**config.mk**
```make
export PLATFORM = sky130hd
export DESIGN_NAME = isp_serial_slave
export DESIGN_NICKNAME = d
export VERILOG_FILES = /design/src/rtl/isp_pkg.sv /design/src/rtl/isp_datapath.sv /design/src/rtl/isp_control.sv /design/src/rtl/isp_serial_slave.sv
export SDC_FILE = /design/constraint.sdc
export NUM_CORES = 1
export LEC_CHECK = 0
export ABC_AREA = 1
export BUFFER_PORTS_ARGS = -buffer_cell sky130_fd_sc_hd__buf_2
export CAP_MARGIN = 20
export CORE_ASPECT_RATIO = 1.25
export CORE_MARGIN = 2
export CORE_UTILIZATION = 44
export DETAILED_ROUTE_END_ITERATION = 8
export PLACE_DENSITY = 0.61
export SYNTH_ARGS = -nofsm -noshare
export SYNTH_HDL_FRONTEND = slang
export SYNTH_SLANG_ARGS = --single-unit
export TNS_END_PERCENT = 30
```
**constraint.sdc**
```tcl
create_clock -name clk -period 4.7 [get_ports clk]
set_input_delay 0.94 -clock clk [delete_from_list [all_inputs] [get_ports clk]]
set_output_delay 0.94 -clock clk [all_outputs]
set_load 0.005 [all_outputs]
```
**src/rtl/isp_pkg.sv**
```systemverilog
package isp_pkg;

  localparam logic [7:0] OPC_SYNC     = 8'hAC;
  localparam logic [7:0] OPC_ENABLE   = 8'h53;
  localparam logic [7:0] OPC_ERASE    = 8'h80;
  localparam logic [7:0] OPC_WR_LO    = 8'h40;
  localparam logic [7:0] OPC_WR_HI    = 8'h48;
  localparam logic [7:0] OPC_RD_LO    = 8'h20;
  localparam logic [7:0] OPC_RD_HI    = 8'h28;
  localparam logic [7:0] OPC_WR_DATA  = 8'hC0;
  localparam logic [7:0] OPC_RD_DATA  = 8'hA0;

  typedef enum logic [2:0] {
    TX_ZERO, TX_ECHO, TX_PROG_LO, TX_PROG_HI, TX_DATA
  } txSel_e;

  typedef enum logic [2:0] {
    OP_NONE, OP_ERASE, OP_PROG_LO, OP_PROG_HI, OP_DATA
  } wrOp_e;

  // Control -> datapath strobes
  typedef struct packed {
    logic        loadTx;
    txSel_e      txSel;
    logic [7:0]  echoByte;
    logic [15:0] rdAddr;
    logic        commit;
    logic        preErase;
    wrOp_e       wrOp;
    logic [15:0] wrAddr;
    logic [7:0]  wrData;
  } ctlStrobes_t;

  // Datapath -> control bus events
  typedef struct packed {
    logic       rise;
    logic       fall;
    logic       byteDone;
    logic [7:0] rxByte;
  } busEvents_t;

endpackage

```
**src/rtl/isp_datapath.sv**
```systemverilog
module isp_datapath
  import isp_pkg::*;
#(
  parameter int PROG_WORDS     = 16,
  parameter int DATA_BYTES     = 16,
  parameter int SLOW_MIN_PHASE = 3,
  parameter int FAST_MIN_PHASE = 4
) (
  input  logic        clk,
  input  logic        rstN,
  input  logic        sck,
  input  logic        mosi,
  input  logic        fastClk,
  input  ctlStrobes_t ctl,
  output busEvents_t  ev,
  output logic        miso,
  output logic        timingViol
);

  localparam int PAW = (PROG_WORDS > 1) ? $clog2(PROG_WORDS) : 1;
  localparam int DAW = (DATA_BYTES > 1) ? $clog2(DATA_BYTES) : 1;
  localparam int PCW = $clog2(FAST_MIN_PHASE + 2);
  localparam logic [PCW-1:0] PC_MAX = '1;

  // Two-flop synchronizers plus one history stage on SCK
  logic [2:0] sckPipe;
  logic [1:0] mosiPipe;
  logic [2:0] bitCnt;
  logic [7:0] rxShift;
  logic [7:0] txReg;
  logic       misoReg;
  logic [PCW-1:0] phaseCnt;
  logic       seenEdge;
  logic       violReg;

  logic sckRise, sckFall, sckEdge;
  assign sckRise = sckPipe[1] & ~sckPipe[2];
  assign sckFall = ~sckPipe[1] & sckPipe[2];
  assign sckEdge = sckRise | sckFall;

  assign ev.rise     = sckRise;
  assign ev.fall     = sckFall;
  assign ev.byteDone = sckRise && (bitCnt == 3'd7);
  assign ev.rxByte   = {rxShift[6:0], mosiPipe[1]};

  logic [PCW-1:0] minPhase;
  assign minPhase = fastClk ? PCW'(FAST_MIN_PHASE) : PCW'(SLOW_MIN_PHASE);

  always_ff @(posedge clk) begin
    if (rstN) begin
      sckPipe  <= '0;
      mosiPipe <= '0;
      bitCnt   <= '0;
      rxShift  <= '0;
      phaseCnt <= '0;
      seenEdge <= 1'b0;
      violReg  <= 1'b0;
    end else begin
      sckPipe  <= {sckPipe[1:0], sck};
      mosiPipe <= {mosiPipe[0], mosi};
      if (sckRise) begin
        rxShift <= ev.rxByte;
        bitCnt  <= bitCnt + 3'd1;
      end
      violReg <= sckEdge && seenEdge && (phaseCnt < minPhase);
      if (sckEdge) begin
        phaseCnt <= PCW'(1);
        seenEdge <= 1'b1;
      end else if (phaseCnt != PC_MAX) begin
        phaseCnt <= phaseCnt + PCW'(1);
      end
    end
  end

  // Program array: one storage lane per byte of the word
  logic [1:0][7:0] laneRd;
  logic [PAW-1:0]  progRdA, progWrA;
  assign progRdA = ctl.rdAddr[PAW-1:0];
  assign progWrA = ctl.wrAddr[PAW-1:0];

  for (genvar lane = 0; lane < 2; lane++) begin : g_lane
    logic [7:0] laneMem [PROG_WORDS];
    wrOp_e laneOp;
    assign laneOp = (lane == 0) ? OP_PROG_LO : OP_PROG_HI;
    always_ff @(posedge clk) begin
      if (ctl.commit && ctl.wrOp == OP_ERASE) begin
        for (int i = 0; i < PROG_WORDS; i++) laneMem[i] <= 8'hFF;
      end else if (ctl.commit && ctl.wrOp == laneOp) begin
        laneMem[progWrA] <= ctl.wrData;
      end
    end
    assign laneRd[lane] = laneMem[progRdA];
  end

  // Data array with erase-then-write sequencing
  logic [7:0]     dataMem [DATA_BYTES];
  logic [DAW-1:0] dataRdA, dataWrA;
  assign dataRdA = ctl.rdAddr[DAW-1:0];
  assign dataWrA = ctl.wrAddr[DAW-1:0];

  always_ff @(posedge clk) begin
    if (ctl.commit && ctl.wrOp == OP_ERASE) begin
      for (int i = 0; i < DATA_BYTES; i++) dataMem[i] <= 8'hFF;
    end else if (ctl.commit && ctl.wrOp == OP_DATA) begin
      dataMem[dataWrA] <= ctl.wrData;
    end else if (ctl.preErase) begin
      dataMem[dataWrA] <= 8'hFF;
    end
  end

  logic [7:0] txMux;
  always_comb begin
    unique case (ctl.txSel)
      TX_ECHO:    txMux = ctl.echoByte;
      TX_PROG_LO: txMux = laneRd[0];
      TX_PROG_HI: txMux = laneRd[1];
      TX_DATA:    txMux = dataMem[dataRdA];
      default:    txMux = 8'h00;
    endcase
  end

  always_ff @(posedge clk) begin
    if (rstN) begin
      txReg   <= '0;
      misoReg <= 1'b0;
    end else if (ctl.loadTx) begin
      txReg <= txMux;
    end else if (sckFall) begin
      misoReg <= txReg[7];
      txReg   <= {txReg[6:0], 1'b0};
    end
  end

  assign miso       = misoReg;
  assign timingViol = violReg;

  logic unusedAddrBits;
  assign unusedAddrBits = ^{ctl.rdAddr[15:PAW], ctl.wrAddr[15:PAW],
                            ctl.rdAddr[15:DAW], ctl.wrAddr[15:DAW]};

endmodule

```
**src/rtl/isp_control.sv**
```systemverilog
module isp_control
  import isp_pkg::*;
#(
  parameter int BUSY_CYCLES = 1000
) (
  input  logic        clk,
  input  logic        rstN,
  input  busEvents_t  ev,
  output ctlStrobes_t stb,
  output logic        busy,
  output logic        progEnabled
);

  localparam int BCW = $clog2(BUSY_CYCLES + 1);

  logic [1:0]     byteIdx;
  logic [7:0]     hdr0, hdr1, hdr2;
  logic           enabled;
  logic [BCW-1:0] busyCnt;
  wrOp_e          pendOp;
  logic [15:0]    pendAddr;
  logic [7:0]     pendData;

  wrOp_e newOp;
  logic  enableHit;

  always_comb begin
    stb          = '0;
    stb.loadTx   = ev.byteDone;
    stb.echoByte = ev.rxByte;
    stb.rdAddr   = {hdr1, ev.rxByte};
    newOp        = OP_NONE;
    enableHit    = 1'b0;
    if (ev.byteDone) begin
      unique case (byteIdx)
        2'd1: if (hdr0 == OPC_SYNC && ev.rxByte == OPC_ENABLE) stb.txSel = TX_ECHO;
        2'd2: if (enabled) begin
          unique case (hdr0)
            OPC_RD_LO:   stb.txSel = TX_PROG_LO;
            OPC_RD_HI:   stb.txSel = TX_PROG_HI;
            OPC_RD_DATA: stb.txSel = TX_DATA;
            default:     stb.txSel = TX_ZERO;
          endcase
        end
        2'd3: begin
          enableHit = (hdr0 == OPC_SYNC) && (hdr1 == OPC_ENABLE);
          if (enabled && busyCnt == '0) begin
            unique case (hdr0)
              OPC_SYNC:    if (hdr1 == OPC_ERASE) newOp = OP_ERASE;
              OPC_WR_LO:   newOp = OP_PROG_LO;
              OPC_WR_HI:   newOp = OP_PROG_HI;
              OPC_WR_DATA: newOp = OP_DATA;
              default:     newOp = OP_NONE;
            endcase
          end
        end
        default: ;
      endcase
    end
    stb.commit   = (busyCnt == BCW'(1));
    stb.wrOp     = pendOp;
    stb.wrData   = pendData;
    stb.preErase = (newOp == OP_DATA);
    stb.wrAddr   = stb.preErase ? {hdr1, hdr2} : pendAddr;
  end

  always_ff @(posedge clk) begin
    if (rstN) begin
      byteIdx  <= '0;
      hdr0     <= '0;
      hdr1     <= '0;
      hdr2     <= '0;
      enabled  <= 1'b0;
      busyCnt  <= '0;
      pendOp   <= OP_NONE;
      pendAddr <= '0;
      pendData <= '0;
    end else begin
      if (ev.byteDone) begin
        byteIdx <= byteIdx + 2'd1;
        unique case (byteIdx)
          2'd0: hdr0 <= ev.rxByte;
          2'd1: hdr1 <= ev.rxByte;
          2'd2: hdr2 <= ev.rxByte;
          default: ;
        endcase
      end
      if (enableHit) enabled <= 1'b1;
      if (newOp != OP_NONE) begin
        busyCnt  <= BCW'(BUSY_CYCLES);
        pendOp   <= newOp;
        pendAddr <= {hdr1, hdr2};
        pendData <= ev.rxByte;
      end else if (busyCnt != '0) begin
        busyCnt <= busyCnt - BCW'(1);
      end
    end
  end

  assign busy        = (busyCnt != '0);
  assign progEnabled = enabled;

  logic unusedEdges;
  assign unusedEdges = ev.rise ^ ev.fall;

endmodule

```
**src/rtl/isp_serial_slave.sv**
```systemverilog
module isp_serial_slave
  import isp_pkg::*;
#(
  parameter int PROG_WORDS     = 16,
  parameter int DATA_BYTES     = 16,
  parameter int BUSY_CYCLES    = 1000,
  parameter int SLOW_MIN_PHASE = 3,
  parameter int FAST_MIN_PHASE = 4
) (
  input  logic clk,
  input  logic rstN,
  input  logic sck,
  input  logic mosi,
  input  logic fastClk,
  output logic miso,
  output logic busy,
  output logic progEnabled,
  output logic timingViol
);

  busEvents_t  busEv;
  ctlStrobes_t ctlStb;

  isp_datapath #(
    .PROG_WORDS(PROG_WORDS), .DATA_BYTES(DATA_BYTES),
    .SLOW_MIN_PHASE(SLOW_MIN_PHASE), .FAST_MIN_PHASE(FAST_MIN_PHASE)
  ) dp_i (
    .clk(clk), .rstN(rstN), .sck(sck), .mosi(mosi), .fastClk(fastClk),
    .ctl(ctlStb), .ev(busEv), .miso(miso), .timingViol(timingViol)
  );

  isp_control #(.BUSY_CYCLES(BUSY_CYCLES)) ctl_i (
    .clk(clk), .rstN(rstN), .ev(busEv), .stb(ctlStb),
    .busy(busy), .progEnabled(progEnabled)
  );

endmodule

```
== Word level (Yosys, flattened, before mapping) ==
Memories as Yosys holds them, arrays and structs flattened.
Index checks and enable logic that the tools add are counted.

* Eq/ne operators: 25
* Magnitude comparators: 1
* $add $sub $neg: 4
* Reduce and logical (&&, ||, !) cells: 26
* Mux-type cells: 46
* Bitwise gates (word level): 7

{| class="wikitable"
|+ Operators by type and width
! operator !! count
|-
| $mux 8 || 6
|-
| $eq 8x7->1 const B || 4
|-
| $eq 8x8->1 const B || 4
|-
| $pmux 8 s4 || 1
|-
| $mux 1 || 24
|-
| $reduce_or 8->1 || 3
|-
| $mux 10 || 2
|-
| $mux 3 || 6
|-
| $eq 8x6->1 const B || 2
|-
| $mux 4 || 4
|-
| $eq 3x2->1 const B || 4
|-
| $eq 3x3->1 const B || 4
|-
| $pmux 3 s4 || 1
|-
| $eq 10x1->1 const B || 1
|-
| $logic_and 1x1->1 || 10
|-
| $logic_not 10->1 || 1
|-
| $reduce_bool 10->1 || 1
|-
| $sub 10x1->10 const B || 1
|-
| $pmux 3 s3 || 1
|-
| $reduce_and 2->1 || 4
|-
| $add 3x1->3 const B || 2
|-
| $eq 3x1->1 const B || 2
|-
| $pmux 3 s2 || 1
|-
| $reduce_bool 2->1 || 3
|-
| 11 further kinds || 17
|}

* Bits in registers: 77
* Memories: 3
* Logic and storage cells: 132
* Output and inout bits: 4
* RAM bits: 384
* Input port bits: 5

{| class="wikitable"
|+ Memory list
! memory !! depth !! width !! read ports !! clocked after memory_dff !! wr ports !! line !! text
|-
| dp_i.dataMem || 16 || 8 || 1 || 0 || 16 || isp_datapath.sv:96 || <nowiki>logic [7:0] dataMem [DATA_BYTES];</nowiki>
|-
| dp_i.g_lane[0].laneMem || 16 || 8 || 1 || 0 || 16 || isp_datapath.sv:82 || <nowiki>logic [7:0] laneMem [PROG_WORDS];</nowiki>
|-
| dp_i.g_lane[1].laneMem || 16 || 8 || 1 || 0 || 16 || isp_datapath.sv:82 ||
|}

== Depth between registers and ports, before layout ==
Gate-level depths: netlist (run 1).

* Depth after elaboration: 14
* Gate-level depth with buffers: 16
* Mapped depth without buffers: 15

== Modules after synthesis ==
A second synthesis (run 1) with hierarchy kept.

* Cell total of the unflattened synthesis: 2765
* Area, all modules: 23140.9 um^2

{| class="wikitable"
|+ By module, submodules not included
! module !! cells each !! area each (um^2) !! seq. area each (um^2) !! times used
|-
| isp_datapath || 2306 || 19812.8 || 12111.6 || 1
|-
| isp_control || 459 || 3328.2 || 1281.2 || 1
|}

== Least setup slack after synthesis (run 1) ==
Ideal clock, no wire load.

* Path kind: reg2reg
* From: reg dp_i.bitCnt[0]
* To: mem dp_i.g_lane[1].laneMem[0][0] (enable)
* Required time: 4371 ps
* Stages on the path, launching flop included: 14
* Library setup time: 329 ps
* Path slack: 2291 ps
* Period minus slack after synthesis: 2409 ps
* Arrival: 2080 ps
* Path through: dfxtp_1 > ha_1 > ha_1 > nand2_2 > inv_2 > nand2_1 > nor2_2 > nand3_4 > nand2_1 > nand2_1 > nor2_1 > buf_2 > nand3_1 > nand2_1

{| class="wikitable"
|+ RTL lines
! what !! line !! text
|-
| from (decl) || isp_datapath.sv:28 || <nowiki>logic [2:0] bitCnt;</nowiki>
|-
| from (signal assigned) || isp_datapath.sv:63 || <nowiki>bitCnt <= bitCnt + 3'd1;</nowiki>
|-
| to (decl) || isp_datapath.sv:82 ||
|}

==> results of run 1 <==
## path summary, 6_finish.rpt
path	startpoint	endpoint	slack, ns
setup reg to reg	dp_i.sckPipe[2]	dp_i.g_lane[1].laneMem[2][5]	1.19
hold / removal	dp_i.mosiPipe[0]	dp_i.mosiPipe[1]	0.40
hold reg to reg	dp_i.mosiPipe[0]	dp_i.mosiPipe[1]	0.40
setup / recovery	dp_i.sckPipe[2]	dp_i.g_lane[1].laneMem[2][5]	1.19
## per-stage QoR
stage	utilization	instance area, sq um	power (uW)	cells
floorplan	-	22130	5020	2431
global placement	0.4540	22490	5182	2925
detailed placement	0.4546	22520	5197	2926
CTS	0.4852	24030	8883	3014
global route	0.4852	24030	9112	3014
finish	0.4852	24030	8835	3014
## kinds of logic (layout without fill, tap and decap cells)
group | Yosys count | in the layout | synth area share
AOI/OAI and AO/OA | 108 | 108 | 0.02544
xor gates and xnor gates | 6 | 6 | 0.002375
adders and majority gates | 15 | 15 | 0.008480
buffers and inverters | 321 | 253 | 0.06043
DFF | 461 | 461 | 0.5906
and+or+nand+nor | 1520 | 1520 | 0.3126
## cell usage after synthesis
cell / instances / area share
nor2_1: 86 / 0.015
xnor2_1: 3 / 0.0012
buf_6: 2 / 0.0010
o22ai_1: 7 / 0.0020
o21ai_1: 1 / 0.00023
nor2_2: 4 / 0.0011
nand3_4: 2 / 0.0016
edfxtp_1: 384 / 0.52
buf_4: 23 / 0.0078
nor3_2: 1 / 0.00045
nor4_1: 3 / 0.00085
a21oi_1: 48 / 0.011
dfxtp_1: 77 / 0.070
buf_2: 24 / 0.0054
clkbuf_1: 142 / 0.024
clkinv_2: 1 / 0.00023
o21ai_0: 48 / 0.011
nor2_4: 16 / 0.0081
nand3b_1: 7 / 0.0024
o21ai_2: 3 / 0.0012
nand4_1: 40 / 0.011
nor3_1: 6 / 0.0014
nand2_1: 674 / 0.11
buf_1: 19 / 0.0032
nand3_1: 660 / 0.15
inv_1: 95 / 0.016
nand2_2: 9 / 0.0025
ha_1: 15 / 0.0085
and2_1: 2 / 0.00057
inv_2: 4 / 0.00068
o211ai_1: 1 / 0.00034
nor4_4: 2 / 0.0019
clkinv_1: 11 / 0.0019
and3_1: 8 / 0.0023
xor2_1: 3 / 0.0012
## power groups by stage
stage	combinational (uW)	sequential, uW	clock [uW]
after global routing	724	4470	3920
after detailed placement	648	4550	0
final	653	4460	3720
after floorplan	488	4530	0
after global placement	636	4550	0
after CTS	654	4460	3770
## worst max-delay path: cells and delay by family, from the launching register on
kind	cells	cell delay (ns)
AND/OR/NAND/NOR	9	1.96
buffers and inverters	4	0.77
flip-flops	1	0.31
adder cells (fa/ha/maj)	1	0.13
## registers in the layout, indices dropped and copies added, names as in the netlist
signal / cells
ctl_i.pendData: 8
dp_i.dataMem: 128
dp_i.g_lane.laneMem: 256
ctl_i.byteIdx: 2
dp_i.seenEdge: 1
dp_i.bitCnt: 3
ctl_i.hdr0: 8
dp_i.phaseCnt: 3
ctl_i.pendAddr: 4
dp_i.timingViol: 1
dp_i.sckPipe: 3
dp_i.miso: 1
dp_i.mosiPipe: 2
ctl_i.pendOp: 3
ctl_i.busyCnt: 10
dp_i.txReg: 8
ctl_i.hdr1: 8
ctl_i.hdr2: 4
ctl_i.progEnabled: 1
dp_i.rxShift: 7
## layout make-up
cell class              count  area (sq um)
clock buffers              65          1316
multi-input cells        1649          7742
flip-flops and latches    461         13080
inverters                 111         422.9
well taps                 651         814.5
repair buffers             54         455.4
clock inverters            23         198.9
fillers                  4597         25500
## per-layer routing
metal	track usage	share of wire	vias to the layer above
met5	0	0	-
met4	0.1170	0.044	0
met3	0.03769	0.082	158
met2	0.4117	0.49	797
met1	0.3161	0.39	8258
li1	-	-	8120
==> run summary, run 1 <==
The number of rows created at floorplan is between 90 and 100. Of the total power, registers draw 0.505. The count of TritonRoute iterations in the first routing pass is 6. The total die area came out at between 0.05 and 0.06 sq mm. The worst hold path was traced through 2 stages. The final routed wirelength across all metal layers is 63.35 mm. The detailed-route wire length per cell is ~21 um.

The startpoint class of the critical path is a flop. Counting stages on the worst path, the most repeated cell is nand2_1. The worst-case vdd ir drop is roughly 0.24 mV. The initial detailed-routing violation count is 1971. The arrival time reported for the critical path endpoint came out at ~3.8 ns.

The worst hold margin is roughly 0.40 ns. The final worst slack came out at 1.192 ns. The worst-case setup slack after placement is around 1.2 ns. The post-layout minimum cycle time is around 3.5 ns.

In this run the horizontal extent of the chip is around 200 um. The remaining antenna violation count came out at 0. The aggregate negative setup slack came out at 0 ns. The count of unique library cells instantiated by Yosys came out at 35. Of all nets on the critical path, the largest fanout is 19. The combined global-route utilization of all metal layers came out at 0.2471. The mean instance size in the synthesized netlist came out at 9.104 sq um.

The logic gate share of total power is 0.074. The global-route wire length before repair is around 97 mm. The share of post-route cells with drive strength above 1 came out at 0.07194.

The maximum achievable frequency came out at around 290 MHz. The clock tree root buffer cell is clkbuf_16. The source-to-sink clock delay at the later pin of the worst-skew pair is 0.60 ns. The via-per-instance ratio came out at 5.751. The largest incremental delay on the critical path came out at 0.74 ns.

The post-cts repair resize count is 0. The power density relative to cell area is around 370 mW/mm^2. Cell internal power was estimated by the tool at between 6000 and 7000 uW. The clock sink count is around 460. The starting utilization of the core area came out at 0.4469.

The endpoint required time on the critical path is 4.97 ns. The count of pins on the block boundary came out at 9. Yosys printed 0 warnings.

The antenna diode count is 0. The final count of negative-setup-slack endpoints is 0. Of the total power, the share spent switching nets is 0.2363.

Global routing finished with a remaining overflow of 0. The die outline height came out at 254.8 um. The worst setup path is of the flop to flop kind. The total core area came out at around 0.050 sq mm. The critical path goes through inv_1 > ha_1 > buf_4 > nand2_2 > inv_2 > nand2_1 > nor2_2 > nand3_4 > nand2_1 > nand2_2 > nor2_2 > buf_4 > nand3_1 > nand2_1. The relative slew slack came out at 0.2452. The count of buffers inserted at the top-level ports came out at 8. The number of buffers between clock root and the deepest sink came out at 3.

The worst setup path is captured at a flop. For this run, the register share of the synthesized area comes to 0.5906. The hold violation count in the final report came out at 0. The maximum number of pins on one net before global-route repair came out at a little under 200. The number of buffers inserted by post-CTS setup repair came out at 0.

Setup repair after global routing left no endpoint under its margin. The routed via count came out at 17330. The class of the worst hold path is flop to flop. The number of remaining DRC errors came out at 0.

The combined area of all synthesized cells came out at roughly 0.022 sq mm. The share of total power dissipated in the clock network is 0.421. The max-capacitance violation count is 0.

The cell count after synthesis came out at around 2400. Across the routed clock network, the largest skew measured is approximately 0.017 ns. Summed over all nets, the switching power comes to around 2100 uW. The worst reg2reg path depth is 14. The flow ran to the end, and the final reports show no timing, DRC or antenna violations. The CTS tree is done. After clock tree synthesis, the clock-pin slew on the worst setup and hold paths is approximately 0.06 ns. The placer's final routability congestion estimate came out at 0.9323. The number of max-slew violations in the final report was 0.

The slowest cell on the critical path is nor2_2. In this run the static leakage power is 0.008995 uW. The total of hold buffers inserted after clock tree synthesis came out at 0. In this run, CTS created clock tree buffers numbering 47. After synthesis the netlist holds a flip-flop and latch count of about 460. The count of nets after finishing is between 2000 and 2500. Once detailed placement completed, the half-perimeter wirelength came to approximately 40 mm. The slew at the pin with the worst max-slew slack came out at 1.132 ns. The depth of the CTS H-tree came out at 2. Dividing the final minimum period by the clock period gives 0.7465. The top cell types in the final layout, fill and taps aside, are 673 x nand2_1, 659 x nand3_1, 384 x edfxtp_1, 95 x inv_1, 83 x nor2_1. When the netlist entered floorplanning its net count stood at 2451. The most frequent standard cell in the layout excluding fill and tap cells is nand2_1. From synthesis to final layout, the design area changed by 8.576%. The initial antenna violation count is 0. The via count of the first global-routing pass was roughly 17000.
No activity file was read; power rests on OpenSTA's default activity.
==> inputs of run 2 (changes only) <==
--- a/config.mk
+++ b/config.mk
@@ -12,7 +12,7 @@
 export CORE_MARGIN = 2
 export CORE_UTILIZATION = 44
 export DETAILED_ROUTE_END_ITERATION = 8
-export PLACE_DENSITY = 0.61
+export PLACE_DENSITY = 0.63
 export SYNTH_ARGS = -nofsm -noshare
 export SYNTH_HDL_FRONTEND = slang
 export SYNTH_SLANG_ARGS = --single-unit
==> constraint.sdc (replaced) <==
create_clock -name clk -period 3.1 [get_ports clk]
set_input_delay 0.62 -clock clk [delete_from_list [all_inputs] [get_ports clk]]
set_output_delay 0.62 -clock clk [all_outputs]
set_load 0.005 [all_outputs]
==> run 2 against run 1 <==
Critical path depth unchanged; setup slack got worse by 0.99 ns; global-route usage down 0.79 points; largest cell class unchanged; first-iteration DRC count is 3.7% higher; clock skew rose by 0.0080 ns; clock power increased by 40%; non-clock buffer count up 42; worst hold slack lost 0.12 ns; routed wire length decreased by 1.6%; maximum frequency increased by 21%.
==> run summary, run 2 (same netlist as run 1, synthesis figures left out) <==
The run finished with clean final reports. The via-per-instance ratio came to 5.731 (-0.34%). The number of max-slew violations in the final report came out at 0 (unchanged). The cell sitting at the root of the clock tree is a clkbuf_16. The worst reg2reg path depth was 14 (unchanged). The antenna diode count is 0 (unchanged). The total power is 12960 uW (+47%). The worst-case vdd ir drop is 0.3599 mV (+53%). The arrival time reported for the critical path endpoint was 3.13 ns (-0.65 ns). The routed via count came out at 17460 (+0.72%).

The total CTS buffers came to 44 (-6.4%). The relative slew slack came out at 0.3402 (+0.09498). The area growth from synthesis to final layout came out at 9.808%. The number of buffers between clock root and the deepest sink came out at 3 (unchanged). The total core area is 0.04953 sq mm (unchanged). The aggregate negative setup slack was 0 ns (unchanged).

The number of remaining DRC errors was 0 (unchanged). The minimum setup slack among reg-to-reg paths is 0.20 ns (-0.99 ns). The global-route wire length before repair was 95.76 mm (-1.7%). The logic gate share of total power is 0.077 (+0.003).

The final global-route overflow total came out at 0 (unchanged). The max-capacitance violation count is 0 (unchanged). The worst register-to-register path ends at dp_i.g_lane[0].laneMem[5][0]. The register clock-pin slew on the reported worst setup and hold paths was 0.06 ns (about the same). The die outline height came to 254.8 um (unchanged). The internal cell power is 9923 uW (+47%). The combined global-route utilization of all metal layers was 0.2392 (-0.007886). STA classifies the critical path endpoint as a flop. The highest fanout seen on the critical path is 12 (-7). The slew at the pin with the worst max-slew slack came out at 0.9836 ns (-0.1486 ns). The maximum achievable frequency is 344.4 MHz (+21%). The final routed wirelength across all metal layers is 62.37 mm (-1.6%). The HPWL after detailed placement came to 39.77 mm (+2.1%).

The number of rows created at floorplan is 91 (unchanged). The total die area was 0.05212 sq mm (unchanged). The placer's final routability congestion estimate is 0.9036 (-3.1%).

The count of nets after finishing came out at 2383 (+1.7%). The initial antenna violation count came out at 0 (unchanged). The count of buffers inserted at the top-level ports came out at 8 (unchanged).

The total of hold buffers inserted after clock tree synthesis was 0 (unchanged). The worst hold path endpoint is dp_i.sckPipe[0]. Leaving out fill and tap cells, the most frequent cell in the layout is nand2_1. The final count of negative-setup-slack endpoints is 0 (unchanged). The power density relative to cell area is 533.4 mW/mm^2 (+45%). The class of the worst hold path is input pin to flop. TritonCTS built the clock tree. The endpoint required time on the critical path came out at 3.33 ns (-1.64 ns).

The maximum number of pins on one net before global-route repair came out at 107 (-46%). The register containing the most flip-flops in the final layout is dp_i.g_lane.laneMem. The part of the total power dissipated in sequential elements came out at 0.521 (+0.016). The worst hold path depth came out at 3 (+1). The flip-flop count of the largest register after layout came out at 256 (unchanged).

The source-to-sink clock delay at the later pin of the worst-skew pair came out at 0.57 ns (-0.03 ns). The share of the clock period used by the worst path after layout is 0.9366 (+0.1901). The count of TritonRoute iterations in the first routing pass is 6 (unchanged). The x dimension of the die came out at 204.6 um (unchanged). The startpoint identified for the worst hold timing path is sck.

The hold violation count in the final report came out at 0 (unchanged). In the final layout, the registers with the most flip-flops are dp_i.g_lane.laneMem: 256 flops, dp_i.dataMem: 128 flops, ctl_i.busyCnt: 10 flops. The clock sink count came out at 461 (unchanged).

The number of fillers in the final layout is 4521 (-1.7%). The leakage dissipation is 0.009190 uW (+2.2%). The post-layout minimum cycle time came out at 2.903 ns (-0.6050 ns). The final setup skew is 0.02539 ns (+0.007971 ns).

The remaining antenna violation count came to 0 (unchanged). The switching share of total power is 0.2345 (-0.001833). The clock network fraction of total power came out at 0.402 (-0.019). The share of post-route cells with drive strength above 1 is 0.08559 (+0.01365).

The starting utilization of the core area is 0.4469 (unchanged). Setup repair after global routing left no endpoint under its margin. The top cell types in the final layout, fill and taps aside, are 672 x nand2_1, 659 x nand3_1, 384 x edfxtp_1, 95 x inv_1, 83 x nor2_1. The depth of the CTS H-tree is 2 (unchanged).

The via count of the first global-routing pass came to 16650 (-0.55%). The startpoint class of the critical path is a flop. The initial detailed-routing violation count came out at 2043 (+3.7%). The total net switching power came out at 3039 uW (+46%). The class of the most critical setup path is flop to flop. The count of pins on the block boundary was 9 (unchanged). The launch point of the worst reg-to-reg path is dp_i.bitCnt[0]. The detailed-route wire length per cell came to 20.47 um (-2.6%).
## run 2: critical path: stages (launching register included)
cell	delay (ns)
dfxtp_1	0.36
ha_1	0.16
ha_1	0.15
nand2_2	0.11
inv_2	0.07
nand2_1	0.08
nor2_2	0.21
nand3_4	0.17
nand2_1	0.09
nand2_1	0.13
inv_1	0.15
nand2_2	0.16
nor2_4	0.34
nand2_1	0.11
nand2_1	0.27
## run 2: area by class of cell
| type | count | area (sq um) | area share |
|---|---|---|---|
| flip-flops and latches | 461 | 13080 | 0.5382 |
| clock inverters | 17 | 133.9 | 0.005509 |
| well taps | 651 | 814.5 | 0.03352 |
| inverters | 111 | 422.9 | 0.01740 |
| repair buffers | 96 | 888.4 | 0.03655 |
| clock buffers | 61 | 1219 | 0.05014 |
| multi-input cells | 1649 | 7745 | 0.3187 |
## run 2: what timing repair did
action                     4_1_cts  5_1_grt
gates resized for setup          0        1
setup endpoints to repair        0       45
setup buffers                    0        5
## run 2: stage by stage
| step | setup slack [ns] | area [sq um] | util | hold WS (ns) | instances |
|---|---|---|---|---|---|
| global placement | 0.2543 | 22890 | 0.4621 | 0.3864 | 2963 |
| finish | 0.1966 | 24300 | 0.4907 | 0.2779 | 3046 |
| CTS | 0.1989 | 24240 | 0.4894 | 0.2584 | 3041 |
| detailed placement | 0.2163 | 22890 | 0.4621 | 0.4051 | 2963 |
| global route | 0.004815 | 24300 | 0.4907 | 0.2800 | 3046 |
| floorplan | 0.6908 | 22130 | - | 0.3883 | 2431 |
## run 2: per-layer routing
metal  part of all wire  vias to the layer above  track usage  wire length [um]
li1                   -                     8194            -                 -
met1               0.40                     8311       0.3115             24940
met2               0.48                      794       0.3992             30000
met3              0.074                      158      0.02645              4613
met4              0.045                        0       0.1141              2811
met5                  0                        -            0                 0
## run 2: worst max-delay path by stage
stage / slack (ns) / startpoint / to
after global placement: 0.25 / dp_i.bitCnt[0] / dp_i.g_lane[1].laneMem[14][7]
after global routing: 0.005 / dp_i.bitCnt[0] / dp_i.dataMem[7][0]
after CTS: 0.20 / dp_i.bitCnt[0] / dp_i.dataMem[1][1]
after floorplan: 0.69 / dp_i.bitCnt[0] / dp_i.g_lane[1].laneMem[0][0]
after detailed placement: 0.22 / dp_i.bitCnt[0] / dp_i.g_lane[0].laneMem[1][5]
final: 0.20 / dp_i.bitCnt[0] / dp_i.g_lane[0].laneMem[5][0]
## run 2: power groups by stage
stage          registers (uW)  clock network (uW)  logic [uW]
2_1_floorplan            6870                   0         740
3_3_place_gp             6880                   0         973
3_5_place_dp             6890                   0         991
4_1_cts                  6750                5250         999
5_1_grt                  6760                5500        1120
6_report                 6750                5210         996
==> inputs of run 3 (changes only) <==
--- a/config.mk
+++ b/config.mk
@@ -6,13 +6,13 @@
 export NUM_CORES = 1
 export LEC_CHECK = 0
 export ABC_AREA = 1
-export BUFFER_PORTS_ARGS = -buffer_cell sky130_fd_sc_hd__buf_2
 export CAP_MARGIN = 20
 export CORE_ASPECT_RATIO = 1.25
 export CORE_MARGIN = 2
-export CORE_UTILIZATION = 44
+export CORE_UTILIZATION = 50
 export DETAILED_ROUTE_END_ITERATION = 8
-export PLACE_DENSITY = 0.63
+export DONT_BUFFER_PORTS = 1
+export PLACE_DENSITY = 0.7
 export SYNTH_ARGS = -nofsm -noshare
 export SYNTH_HDL_FRONTEND = slang
 export SYNTH_SLANG_ARGS = --single-unit
==> run 3 against run 2 <==
Sequential power is essentially flat; non-clock buffer count increased by 4; maximum frequency fell by 1.1%; cell count down 2.3%; routed wire length fell by 0.24%; setup slack got worse by 0.032 ns; register-to-register slack lost 0.03 ns; global-route usage is 3.2 points higher; sequential share of layout area shrank 0.26 points; die area down 12%; highest routed layer unchanged; critical endpoint is now dp_i.dataMem[3][0]; worst hold slack got worse by 0.16 ns; clock power up 9.0%.
==> run summary, run 3 (same netlist as run 1, synthesis figures left out) <==
The total CTS buffers came to 44 (unchanged). The tightest min-delay check is of the input pin to flop type. The total die area is 0.04597 sq mm (-12%). The die outline height came out at 239.2 um (-6.1%). The depth of the CTS H-tree came out at 2 (unchanged). The number of max-slew violations in the final report came to 0 (unchanged). The source-to-sink clock delay at the later pin of the worst-skew pair is 0.57 ns (about the same). The critical path is of the flop to flop type. The antenna diode count came to 0 (unchanged).

The initial antenna violation count came out at 0 (unchanged). The cell sitting at the root of the clock tree is a clkbuf_16. The slew at the pin with the worst max-slew slack came to 1.165 ns (+0.1812 ns).

The x dimension of the die is 192.2 um (-6.1%). The final global-route overflow total came to 0 (unchanged). STA classifies the critical path endpoint as a flop. The final routed wirelength across all metal layers is 62.22 mm (-0.24%). The hold violation count in the final report was 0 (unchanged).

The total core area came out at 0.04390 sq mm (-11%). The maximum achievable frequency is 340.6 MHz (-1.1%). The initial detailed-routing violation count is 1972 (-3.5%). The footprint of the multi-input gates came to 0.007760 sq mm (+0.19%). The starting utilization of the core area is 0.5041 (+0.05727).

The global-route wire length before repair came out at 94.28 mm (-1.5%). The number of fillers in the final layout came out at 3820 (-16%). The placer's final routability congestion estimate was 0.9553 (+5.7%). The worst setup path is launched from a flop. The combined global-route utilization of all metal layers was 0.2710 (+0.03185). The count of nets after finishing was 2387 (+0.17%). The number of buffers between clock root and the deepest sink came out at 3 (unchanged). The largest registers in the layout are dp_i.g_lane.laneMem: 256 flops, dp_i.dataMem: 128 flops, ctl_i.busyCnt: 10 flops. The worst-case vdd ir drop came to 0.4979 mV (+38%).

The number of remaining DRC errors is 0 (unchanged). The leakage dissipation came out at 0.009274 uW (+0.92%). The aggregate negative setup slack came out at 0 ns (unchanged). The worst-case setup slack after placement is 0.1870 ns (-0.02931 ns). The max-capacitance violation count is 0 (unchanged).

The run finished with clean final reports. The detailed-route wire length per cell came to 20.91 um (+2.1%). The count of TritonRoute iterations in the first routing pass came out at 6 (unchanged). The highest fanout seen on the critical path came out at 9 (-3). The final count of negative-setup-slack endpoints is 0 (unchanged).

The via count of the first global-routing pass is 16970 (+1.9%). The count of buffers inserted at the top-level ports was 0 (-8). The endpoint required time on the critical path is 3.33 ns (about the same). The via-per-instance ratio came to 6.000 (+4.7%).

The count of pins on the block boundary was 9 (unchanged). The clock sink count is 461 (unchanged). The most frequent standard cell in the layout excluding fill and tap cells is nand2_1. The final cell count without fillers is 2975 (-2.3%). The register clock-pin slew on the reported worst setup and hold paths came out at 0.07 ns (about the same). The routed via count was 17850 (+2.2%). The maximum number of pins on one net before global-route repair is 126 (+18%). Setup repair after global routing could not meet its margin everywhere. The utilization of the core after routing is 0.5563 (+0.06563). The flip-flop count of the largest register after layout is 256 (unchanged).

The remaining antenna violation count is 0 (unchanged). The HPWL after detailed placement is 40.08 mm (+0.78%). The final worst slack came to 0.1642 ns (-0.03247 ns).

The power density relative to cell area came out at 549.8 mW/mm^2 (+3.1%). In the layout the commonest cells are 665 x nand2_1, 659 x nand3_1, 384 x edfxtp_1, 95 x inv_1, 86 x buf_4. The CTS tree is done. The arrival time reported for the critical path endpoint was 3.17 ns (+0.04 ns). The final setup skew came to 0.02158 ns (-0.003811 ns). The post-layout minimum cycle time is 2.936 ns (+0.03247 ns). The share of post-route cells with drive strength above 1 is 0.09405 (+0.008454). More flip-flops sit in one register than any other, and that register is dp_i.g_lane.laneMem. The cell count after placement is 2882 (-2.7%). The sequential cell area is 0.01308 sq mm (unchanged). The number of rows created at floorplan came out at 86 (-5.5%). The relative slew slack is 0.2186 (-0.1215). The area growth from synthesis to final layout is 10.35%.

The share of the clock period used by the worst path after layout is 0.9470 (+0.01047). The total of hold buffers inserted after clock tree synthesis came out at 0 (unchanged).
run 3: cell types whose count changed in the layout (fill, tap and decap cells not counted), sizes merged:
cell      delta
buf          +4
clkbuf       -4
inv          +2
bufinv       +4
clkinvlp     +2
run 3: critical path: stages, from the launching register on:
cell and delay, ns:
dfxtp_1 0.35, ha_1 0.16, ha_1 0.16, nand2_2 0.09, inv_2 0.07, nand2_1 0.11
inv_2 0.11, nand3_1 0.12, nor2_4 0.22, nand2_1 0.07, o21ai_1 0.17, nand2_2 0.22
clkinv_1 0.08, buf_4 0.27, nand3_1 0.11, nand2_1 0.29
run 3: metrics by stage:
step	hold WS (ns)	cell area (sq um)	total power [uW]
2_1_floorplan	0.3883	22130	7611
3_3_place_gp	0.3812	22780	7838
3_5_place_dp	0.3877	22780	7862
4_1_cts	0.09848	24300	13440
5_1_grt	0.1034	24420	13790
6_report	0.1173	24420	13430
run 3: timing repair:
item	CTS	global route
buffers inserted	0	11
endpoints found under the setup margin	0	139
resized for setup	0	8
endpoints found under the hold margin	0	0
run 3: worst paths after layout:
check / from / to / slack (ns) / cells past startpoint
worst max register to register: dp_i.bitCnt[0] / dp_i.dataMem[3][0] / 0.16 / 15
worst min register to register: dp_i.mosiPipe[0] / dp_i.mosiPipe[1] / 0.39 / 2
worst min-delay path: rstN / dp_i.txReg[5] / 0.12 / 1
worst max-delay path: dp_i.bitCnt[0] / dp_i.dataMem[3][0] / 0.16 / 15
run 3: area by class of cell:
class	instances	area share
flip-flops and latches	461	0.5356
multi-input cells	1649	0.3177
clock buffers	57	0.05056
repair buffers	100	0.03791
well taps	572	0.02930
inverters	111	0.01732
clock inverters	25	0.01163
run 3: power by group:
| part | switching (uW) | internal, uW |
|---|---|---|
| Sequential | 72.8 | 6680 |
| Combinational | 667 | 320 |
| Clock | 2360 | 3330 |
| Total | 3090 | 10300 |
run 3: metal layers:
metal / vias to the layer above / global-route usage / wire, um
li1: 8207 / - / -
met3: 223 / 0.04000 / 5107
met1: 8491 / 0.3265 / 22650
met5: - / 0 / 0
met2: 928 / 0.4585 / 30240
met4: 0 / 0.1633 / 4223
